[src/rtl/ser_ee_pkg.sv]
package ser_ee_pkg;

   // operation code carried right after the start bit
   typedef enum logic [1:0] {
      OP_EXT   = 2'b00,
      OP_WRITE = 2'b01,
      OP_READ  = 2'b10,
      OP_CLEAR = 2'b11
   } ee_op_e;

   // sub-codes held in the two top address bits of an extended command
   localparam logic [1:0] SUB_ARM  = 2'b11;
   localparam logic [1:0] SUB_FILL = 2'b10;

   typedef enum logic [2:0] {
      ST_IDLE,
      ST_HDR,
      ST_WDAT,
      ST_RLOAD,
      ST_RDAT,
      ST_DONE
   } ee_state_e;

endpackage

[src/rtl/ser_ee_sync.sv]
module ser_ee_sync #(
   parameter int STAGES = 2,
   parameter int WIDTH  = 3
) (
   input  logic             clk,
   input  logic             rst_n,
   input  logic [WIDTH-1:0] d,
   output logic [WIDTH-1:0] q
);

   logic [STAGES-1:0][WIDTH-1:0] chain;

   generate
      if (STAGES == 1) begin : g_one
         always_ff @(posedge clk or negedge rst_n) begin
            if (!rst_n) chain[0] <= '0;
            else        chain[0] <= d;
         end
      end else begin : g_many
         always_ff @(posedge clk or negedge rst_n) begin
            if (!rst_n) chain <= '0;
            else        chain <= {chain[STAGES-2:0], d};
         end
      end
   endgenerate

   assign q = chain[STAGES-1];

endmodule

[src/rtl/ser_ee_store.sv]
module ser_ee_store #(
   parameter int DATA_W      = 16,
   parameter int DEPTH       = 128,
   parameter int IDX_W       = 7,
   parameter int ERASE_STYLE = 0
) (
   input  logic              clk,
   input  logic              store_en,
   input  logic [IDX_W-1:0]  store_idx,
   input  logic [DATA_W-1:0] store_word,
   input  logic              wipe_en,
   input  logic [IDX_W-1:0]  rd_idx,
   output logic [DATA_W-1:0] rd_word
);

   logic [DATA_W-1:0] mem [DEPTH];

   generate
      if (ERASE_STYLE == 0) begin : g_flat
         // every word is overwritten in the fill cycle
         always_ff @(posedge clk) begin
            if (wipe_en) begin
               for (int i = 0; i < DEPTH; i++) mem[i] <= '1;
            end else if (store_en) begin
               mem[store_idx] <= store_word;
            end
         end
         assign rd_word = mem[rd_idx];
      end else begin : g_mask
         // one live bit per word; a dead word reads as all ones
         logic [DEPTH-1:0] live;
         always_ff @(posedge clk) begin
            if (wipe_en)       live <= '0;
            else if (store_en) live[store_idx] <= 1'b1;
         end
         always_ff @(posedge clk) begin
            if (store_en) mem[store_idx] <= store_word;
         end
         assign rd_word = live[rd_idx] ? mem[rd_idx] : '1;
      end
   endgenerate

endmodule

[src/rtl/ser_ee_frame.sv]
module ser_ee_frame
   import ser_ee_pkg::*;
#(
   parameter int DATA_W = 16,
   parameter int ADDR_W = 8,
   parameter int IDX_W  = 7
) (
   input  logic              clk,
   input  logic              rst_n,
   input  logic              cs_s,
   input  logic              sck_rise,
   input  logic              sck_fall,
   input  logic              din_s,
   input  logic [DATA_W-1:0] rd_word,
   output logic [IDX_W-1:0]  word_idx,
   output logic              store_en,
   output logic [DATA_W-1:0] store_word,
   output logic              wipe_en,
   output logic              wen_q,
   output logic              dout,
   output logic              dout_oe
);

   localparam int HDR_W   = 2 + ADDR_W;
   localparam int CNT_MAX = (HDR_W > DATA_W) ? HDR_W : DATA_W;
   localparam int CNT_W   = $clog2(CNT_MAX + 1);

   ee_state_e         st;
   logic [CNT_W-1:0]  cnt;
   logic [HDR_W-2:0]  hdr_sh;
   logic [DATA_W-2:0] wr_sh;
   logic [DATA_W:0]   rd_sh;

   logic [HDR_W-1:0]  hdr_next;
   logic [DATA_W-1:0] wr_next;
   ee_op_e            op_dec;
   logic [1:0]        sub_dec;
   logic              hdr_last;
   logic              wr_last;

   always_comb begin
      hdr_next = {hdr_sh, din_s};
      wr_next  = {wr_sh, din_s};
      op_dec   = ee_op_e'(hdr_next[HDR_W-1 -: 2]);
      sub_dec  = hdr_next[ADDR_W-1 -: 2];
      hdr_last = (cnt == CNT_W'(HDR_W - 1));
      wr_last  = (cnt == CNT_W'(DATA_W - 1));
   end

   always_ff @(posedge clk or negedge rst_n) begin
      if (!rst_n) begin
         st         <= ST_IDLE;
         cnt        <= '0;
         hdr_sh     <= '0;
         wr_sh      <= '0;
         rd_sh      <= '0;
         word_idx   <= '0;
         store_en   <= 1'b0;
         store_word <= '0;
         wipe_en    <= 1'b0;
         wen_q      <= 1'b0;
         dout       <= 1'b0;
         dout_oe    <= 1'b0;
      end else begin
         store_en <= 1'b0;
         wipe_en  <= 1'b0;
         if (!cs_s) begin
            st      <= ST_IDLE;
            cnt     <= '0;
            dout    <= 1'b0;
            dout_oe <= 1'b0;
         end else begin
            case (st)
               ST_IDLE: begin
                  if (sck_rise && din_s) begin
                     st  <= ST_HDR;
                     cnt <= '0;
                  end
               end
               ST_HDR: begin
                  if (sck_rise) begin
                     hdr_sh <= hdr_next[HDR_W-2:0];
                     cnt    <= cnt + 1'b1;
                     if (hdr_last) begin
                        cnt      <= '0;
                        word_idx <= hdr_next[IDX_W-1:0];
                        case (op_dec)
                           OP_READ: begin
                              st      <= ST_RLOAD;
                              dout    <= 1'b0;
                              dout_oe <= 1'b1;
                           end
                           OP_WRITE: st <= ST_WDAT;
                           OP_EXT: begin
                              st <= ST_DONE;
                              if (sub_dec == SUB_ARM)       wen_q   <= 1'b1;
                              else if (sub_dec == SUB_FILL) wipe_en <= wen_q;
                           end
                           default: st <= ST_DONE;
                        endcase
                     end
                  end
               end
               ST_WDAT: begin
                  if (sck_rise) begin
                     wr_sh <= wr_next[DATA_W-2:0];
                     cnt   <= cnt + 1'b1;
                     if (wr_last) begin
                        store_en   <= wen_q;
                        store_word <= wr_next;
                        st         <= ST_DONE;
                     end
                  end
               end
               ST_RLOAD: begin
                  // leading zero becomes the dummy bit on the next falling edge
                  rd_sh <= {1'b0, rd_word};
                  st    <= ST_RDAT;
               end
               ST_RDAT: begin
                  if (sck_fall) begin
                     dout  <= rd_sh[DATA_W];
                     rd_sh <= {rd_sh[DATA_W-1:0], 1'b0};
                  end
               end
               default: ;
            endcase
         end
      end
   end

endmodule

[src/rtl/ser_eeprom_slave.sv]
module ser_eeprom_slave #(
   parameter int DATA_W      = 16,
   parameter int ADDR_W      = 8,
   parameter int DEPTH       = 128,
   parameter int SYNC_STAGES = 2,
   parameter int ERASE_STYLE = 0
) (
   input  logic clk,
   input  logic rst_n,
   input  logic chip_sel,
   input  logic ser_clk,
   input  logic ser_in,
   output logic ser_out,
   output logic ser_out_en
);

   localparam int IDX_W = $clog2(DEPTH);

   generate
      if (DEPTH < 2 || (DEPTH & (DEPTH - 1)) != 0) begin : g_bad_depth
         $error("DEPTH must be a power of two of at least 2");
      end
      if (DEPTH > (1 << ADDR_W)) begin : g_bad_span
         $error("DEPTH exceeds the address field");
      end
      if (ADDR_W < 2) begin : g_bad_addr
         $error("ADDR_W must hold the two extended sub-code bits");
      end
      if (DATA_W < 2) begin : g_bad_data
         $error("DATA_W must be at least 2");
      end
      if (SYNC_STAGES < 1) begin : g_bad_sync
         $error("SYNC_STAGES must be at least 1");
      end
      if (ERASE_STYLE < 0 || ERASE_STYLE > 1) begin : g_bad_style
         $error("ERASE_STYLE must be 0 or 1");
      end
   endgenerate

   logic [2:0]        pins_s;
   logic              cs_s;
   logic              sck_s;
   logic              din_s;
   logic              sck_prev;
   logic              sck_rise;
   logic              sck_fall;
   logic [IDX_W-1:0]  word_idx;
   logic              store_en;
   logic [DATA_W-1:0] store_word;
   logic              wipe_en;
   logic              wen_q;
   logic [DATA_W-1:0] rd_word;

   ser_ee_sync #(
      .STAGES (SYNC_STAGES),
      .WIDTH  (3)
   ) u_sync (
      .clk   (clk),
      .rst_n (rst_n),
      .d     ({chip_sel, ser_clk, ser_in}),
      .q     (pins_s)
   );

   assign cs_s  = pins_s[2];
   assign sck_s = pins_s[1];
   assign din_s = pins_s[0];

   always_ff @(posedge clk or negedge rst_n) begin
      if (!rst_n) sck_prev <= 1'b0;
      else        sck_prev <= sck_s;
   end

   assign sck_rise = sck_s & ~sck_prev;
   assign sck_fall = ~sck_s & sck_prev;

   ser_ee_frame #(
      .DATA_W (DATA_W),
      .ADDR_W (ADDR_W),
      .IDX_W  (IDX_W)
   ) u_frame (
      .clk        (clk),
      .rst_n      (rst_n),
      .cs_s       (cs_s),
      .sck_rise   (sck_rise),
      .sck_fall   (sck_fall),
      .din_s      (din_s),
      .rd_word    (rd_word),
      .word_idx   (word_idx),
      .store_en   (store_en),
      .store_word (store_word),
      .wipe_en    (wipe_en),
      .wen_q      (wen_q),
      .dout       (ser_out),
      .dout_oe    (ser_out_en)
   );

   ser_ee_store #(
      .DATA_W      (DATA_W),
      .DEPTH       (DEPTH),
      .IDX_W       (IDX_W),
      .ERASE_STYLE (ERASE_STYLE)
   ) u_store (
      .clk        (clk),
      .store_en   (store_en),
      .store_idx  (word_idx),
      .store_word (store_word),
      .wipe_en    (wipe_en),
      .rd_idx     (word_idx),
      .rd_word    (rd_word)
   );

endmodule

[config.mk]
export PLATFORM = sky130hd
export DESIGN_NAME = ser_eeprom_slave
export DESIGN_NICKNAME = d
export VERILOG_FILES = /design/src/rtl/ser_ee_pkg.sv /design/src/rtl/ser_ee_sync.sv /design/src/rtl/ser_ee_store.sv /design/src/rtl/ser_ee_frame.sv /design/src/rtl/ser_eeprom_slave.sv
export SDC_FILE = /design/constraint.sdc
export NUM_CORES = 2
export LEC_CHECK = 0
export CAP_MARGIN = 30
export CORE_MARGIN = 2
export CORE_UTILIZATION = 25
export CTS_CLUSTER_SIZE = 8
export DETAILED_ROUTE_END_ITERATION = 6
export DONT_BUFFER_PORTS = 1
export HOLD_SLACK_MARGIN = 0.12
export PLACE_DENSITY = 0.35
export SKIP_LAST_GASP = 1
export SYNTH_ARGS = -nofsm -noshare
export SYNTH_HDL_FRONTEND = slang
export SYNTH_HIERARCHICAL = 1
export SYNTH_SLANG_ARGS = --single-unit
[constraint.sdc]
create_clock -name clk -period 4.15 [get_ports clk]
set_input_delay 0.6225 -clock clk [delete_from_list [all_inputs] [get_ports clk]]
set_output_delay 0.6225 -clock clk [all_outputs]
set_load 0.01 [all_outputs]
Word-level counts from Yosys, hierarchy flattened

Memories as Yosys holds them, arrays and structs flattened.
Index checks and enable logic that the tools add are counted.
W data, S select, Z words.

Register bits after elaboration: 84
Bits in writable memories: 2048
Input bits: 5
Output and inout port bits: 2
Word-level logic and storage cells: 107
Memories kept: 1

Memory list:

| name        | depth | bits a word | rd ports | clocked after Yosys merged registers in | wr ports | line               | RTL |
|---|---|---|---|---|---|---|---|
| u_store.mem | 128   | 16          | 1        | 0                                       | 128      | ser_ee_store.sv:16 | `logic [DATA_W-1:0] mem [DEPTH];` |

Add/sub/neg operators: 1
Equal/unequal tests: 25
Muxes and demuxes: 46
Bitwise gates (word level): 4
Reduce and logical (&&, ||, !) cells: 15

Operator list:

| cell                  | number |
|---|---|
| $pmux W17 S2          | 1 |
| $mux W1               | 27 |
| $mux W5               | 5 |
| $mux W3               | 6 |
| $mux W17              | 1 |
| $mux W16              | 1 |
| $reduce_and A4 Y1     | 4 |
| $reduce_or A16 Y1     | 1 |
| $ne A3 B2 Y1 const B  | 5 |
| $pmux W5 S3           | 1 |
| $pmux W3 S4           | 1 |
| $reduce_and A6 Y1     | 2 |
| $eq A5 B4 Y1 const B  | 2 |
| $reduce_and A3 Y1     | 3 |
| $ne A2 B1 Y1 const B  | 4 |
| $mux W7               | 1 |
| $eq A2 B2 Y1 const B  | 3 |
| $eq A3 B2 Y1 const B  | 2 |
| $ne A3 B3 Y1 const B  | 2 |
| $pmux W3 S2           | 1 |
| $add A5 B1 Y5 const B | 1 |
| $ne A5 B1 Y1 const B  | 1 |
| $reduce_and A5 Y1     | 1 |
| $ne A4 B1 Y1 const B  | 1 |
| other kinds (12)      | 14 |

Depth between registers and ports, before layout

Depth in word-level cells: 8
Depth in mapped cells: 9
Mapped depth without buffers: 7

Modules after synthesis

Netlist, hierarchy kept.

By module, submodules not included:

| module           | instances | cells each | area each (um^2) | sequential area each (um^2) |
|---|---|---|---|---|
| ser_ee_store     | 1         | 5758       | 93858.8          | 61499.0 |
| ser_ee_frame     | 1         | 258        | 3402.0           | 1926.8 |
| ser_ee_sync      | 1         | 9          | 172.7            | 150.1 |
| ser_eeprom_slave | 1         | 3          | 40.0             | 25.0 |

Least setup slack after synthesis

Ideal clock, no wire load.

Path kind: register to register
From: reg u_frame.word_idx[0]
To: reg u_frame.rd_sh[1]
Library setup time: 135 ps
Arrival time: 2935 ps
Data required time: 4015 ps
Path slack: 1080 ps
Cell stages (with the launch flop): 9
Path buffers: 2
Clock period less this slack: 3070 ps
Path through: dfrtp_1 -> buf_2 -> buf_1 -> mux4_2 -> mux4_2 -> mux4_2 -> mux2_2 -> mux2i_1 -> o21ai_0

Cells in the longest elaborated chain, start to end: 2

RTL lines:

| item                   | line                   | RTL |
|---|---|---|
| from (decl)            | ser_ee_frame.sv:15     | `output logic [IDX_W-1:0] word_idx,` |
| from (signal assigned) | ser_ee_frame.sv:86     | `word_idx <= hdr_next[IDX_W-1:0];` |
| $mem_v2 Z128 W16       | -                      |  |
| via rd_word[1]         | ser_eeprom_slave.sv:52 | `logic [DATA_W-1:0] rd_word;` |
| $pmux W17 S2           | ser_ee_frame.sv:73     | `case (st)` |
| to (signal assigned)   | ser_ee_frame.sv:117    | `rd_sh <= {1'b0, rd_word};` |
| to (signal assigned)   | ser_ee_frame.sv:123    | `rd_sh <= {rd_sh[DATA_W-1:0], 1'b0};` |
| to (decl)              | ser_ee_frame.sv:32     | `logic [DATA_W:0] rd_sh;` |

The timed path passes the listed nets, and every way through them passes these cells.
A chain may end at the register's enable or synchronous reset.

Worst setup path in the final report

From: reg u_frame.word_idx[0]
To: reg u_frame.rd_sh[10]

Same word-level chain as after synthesis.

==> results by group <==
GRT
  • First-pass GRT wire length: 494000 µm
  • Vias in the first global route: approximately 57000
  • Global route total overflow: 0
  • Number of antenna violations at the first check in global routing: 50
  • GR Util All Layers: 0.177
  • Largest net degree at the start of global routing: ~120

Clocking
  • CTS tree: done
  • Num Clock Sinks: about 2100
  • Root Buffer: clkbuf_16
  • CTS resizes: 0
  • Worst-path clk slew: around 50 ps
  • Worst skew pair latency: 920 ps
  • # Post-CTS Setup Buffers: 0
  • Max Root-Sink Buffers: 4
  • CTS Hold Bufs: 5
  • Max H-tree Level: 5
  • CTS Buf Count: 307

Timing
  • Tcrit/Tclk final: 0.915
  • Worst-Margin Slew: 992 ps
  • Minimum clock period: ~3800 ps
  • Setup Total Neg Slack: 0 ps
  • Clock Skews: 64.5 ps
  • RSZ-0062 raised after global routing: false
  • Final setup fails: 0
  • Slew HR: 0.339
  • Slew Viols, Final: 0
  • Endpoints failing hold: 0
  • FMAX: 263 MHz

Route
  • Residual DRC: 0
  • Post-route ant nets: 0
  • Vias: roughly 55000
  • Drt total wl: roughly 350000 µm
  • Drt wl/cell: 31.1 µm
  • Vias per inst: 4.82
  • DR iter-0 viols: 4930
  • DRT Pass-1 Iters: 5

Floorplanning
  • IO Pins: 7
  • Row Count: 229
  • Die Ht: 628 µm
  • Die X: ~630 µm
  • Core box area: 389000 µm²
  • Starting Density: 0.251
  • Die area: 395000 µm²

Yosys
  • Share of async-settable or async-resettable flops after synthesis: 0.0394
  • EDFF count, synth: 2048
  • Top post-synthesis cells by count: edfxtp_1, or3_1, or2_2, mux4_2, clkbuf_1
  • Gate count of the mapped netlist: between 6000 and 7000
  • Count leader, synth: edfxtp_1
  • Synth Register Bits: 2132
  • Synth cell types: 54
  • Synth area leader: edfxtp_1
  • Syn Nets: 6039
  • Avg Synthesized Cell Area: between 15 and 20 µm²
  • Top_reg_cell synth: edfxtp_1
  • Yosys warns: 6
  • Syn Std Cell Area: between 90000 and 100000 µm²
  • Register area share after synthesis: 0.652
  • Area fraction of the dominant cell type after synthesis: 0.631
  • Synth area leaders: edfxtp_1, mux4_2, or3_1

Power and ir drop
  • PwrDens: 407 nW/µm²
  • Sequential power share: 0.499
  • Clock power share: 0.499
  • Sw Ratio: 0.204
  • VDD IR-drop max: 0.000296 V
  • P_sw: 9.52 mW
  • Leak: 38.9 nW
  • Internal power: 37.1 mW
  • Comb power frac: 0.001

Finish
  • Share of layout cells above drive strength 1: 0.389
  • Fin nets: 6051
  • Final cell area excluding filler cells: around 110000 µm²
  • Area growth, synth to finish: 17.7%

Worst setup path
  • Worst path required time: a little under 5000 ps
  • Startpoint types: register
  • CP max FO: 31
  • Crit path DAT: 4560 ps
  • Critical path type: register to register
  • Critical Path End Type: register

Placed design
  • Routability Congestion: 0.779
  • Post-DP HPWL: 213000 µm
  • Post-DP Area: 106000 µm²
  • PortBufs: 0

Min path
  • Hold Crit Class: primary input to async pin

Run status
  • Status: complete, no violations

Job
  • Max-cap viol count: 0
-- final cells by class --
class,instances,area [µm²]
fillers,38300,274000
flip-flops and latches,2132,63700
multi-input cells,3139,31300
clock buffers,399,8310
well taps,5197,6500
repair buffers,452,4680
clock inverters,12,145
diodes,40,100
inverters,8,30.0
-- routing by layer --
metal / share of wire / global-route usage
met5: 0 / 0
met4: 0.018 / 0.0337
met3: 0.045 / 0.0250
met2: 0.47 / 0.285
met1: 0.47 / 0.254
-- cell families after synthesis --
| group | synth area share |
|---|---|
| simple gates | 0.144 |
| flops | 0.652 |
| buf+inv | 0.0303 |
| mux | 0.164 |
| compound gates | 0.00842 |
| fa+ha+maj | 0.000770 |
-- critical path: stages, from the launching register on --
cell     delay, ps
dfrtp_4        620
buf_12         310
buf_12         340
mux4_2         660
mux4_2         570
mux4_2         540
mux2_2         290
mux2i_1        160
o21ai_0        100
-- power groups by stage --
stage	clock (mW)	combinational, mW	sequential [mW]
4_1_cts	24.0	0.0659	23.3
6_report	23.3	0.0630	23.3
2_1_floorplan	0	0.0352	23.7
3_5_place_dp	0	0.0381	23.7
3_3_place_gp	0	0.0374	23.7
5_1_grt	24.8	0.0711	23.3
-- metrics by stage --
step / power, mW / utilization / std cells / setup slack (ps) / hold WS, ps
detailed placement: 23.7 / 0.273 / 10900 / 317 / 332
global placement: 23.7 / 0.273 / 10900 / 225 / 332
floorplan: 23.7 / - / 6028 / 1080 / 327
CTS: 47.4 / 0.295 / 11300 / 292 / 199
finish: 46.6 / 0.295 / 11400 / 353 / 251
global route: 48.1 / 0.295 / 11300 / 228 / 238
-- sequential cells by signal (all words and copies together), names as in the netlist --
| signal | flops |
|---|---|
| u_sync/q | 3 |
| u_frame/dout | 1 |
| u_frame/hdr_sh | 9 |
| u_frame/wr_sh | 15 |
| u_frame/store_en | 1 |
| u_frame/word_idx | 7 |
| u_frame/rd_sh | 17 |
| u_store/mem | 2048 |
| u_frame/wen_q | 1 |
| u_frame/cnt | 5 |
| u_frame/dout_oe | 1 |
| u_frame/wipe_en | 1 |
| u_sync/chain | 3 |
| u_frame/store_word | 16 |
| u_frame/st | 3 |
| sck_prev | 1 |
-- placed cells by master (no fill, tap or decap), types with 4 or more instances in the layout --
cell           synthesis  layout
nand2_4                1       4
clkbuf_1             662      77
o21bai_2               0      60
inv_6                  0       7
nand3_1               11       4
nor2b_1                9       9
buf_4                  6     348
o21ai_0               20      20
nor2_1                14      12
nor3_2                 0       4
mux2_4                10      10
dfrtp_1               84      60
nand3_2                0       6
inv_1                  8       8
a21o_1                16      16
nor3_1                10       6
or3_1               1250    1250
edfxtp_1            2048    2048
ha_1                   6       6
dfrtp_4                0      22
mux4_2               672     672
mux2i_1               15      15
mux2_2                52      52
or2_2                757     756
dlygate4sd3_1          0       4
diode_2                0      40
o21bai_1              64       4
nand2b_1             103     103
buf_12                 0      97
clkbuf_16              0     319
nand2_2                0       8
nand2_1               88      77
-- path summary, 6_finish.rpt --
check,startpoint,endpoint,slack (ps),cells past startpoint
max in group asynchronous,rst_n,u_frame/wipe_en,3330,2
max reg2reg,u_frame/word_idx[0],u_frame/rd_sh[10],350,8
min in group clk,ser_clk,u_sync/chain[1],270,1
max,u_frame/word_idx[0],u_frame/rd_sh[10],350,8
min,rst_n,u_sync/q[0],250,2
min reg2reg,u_sync/chain[0],u_sync/q[0],340,0
(Power assumes the default switching activity.)
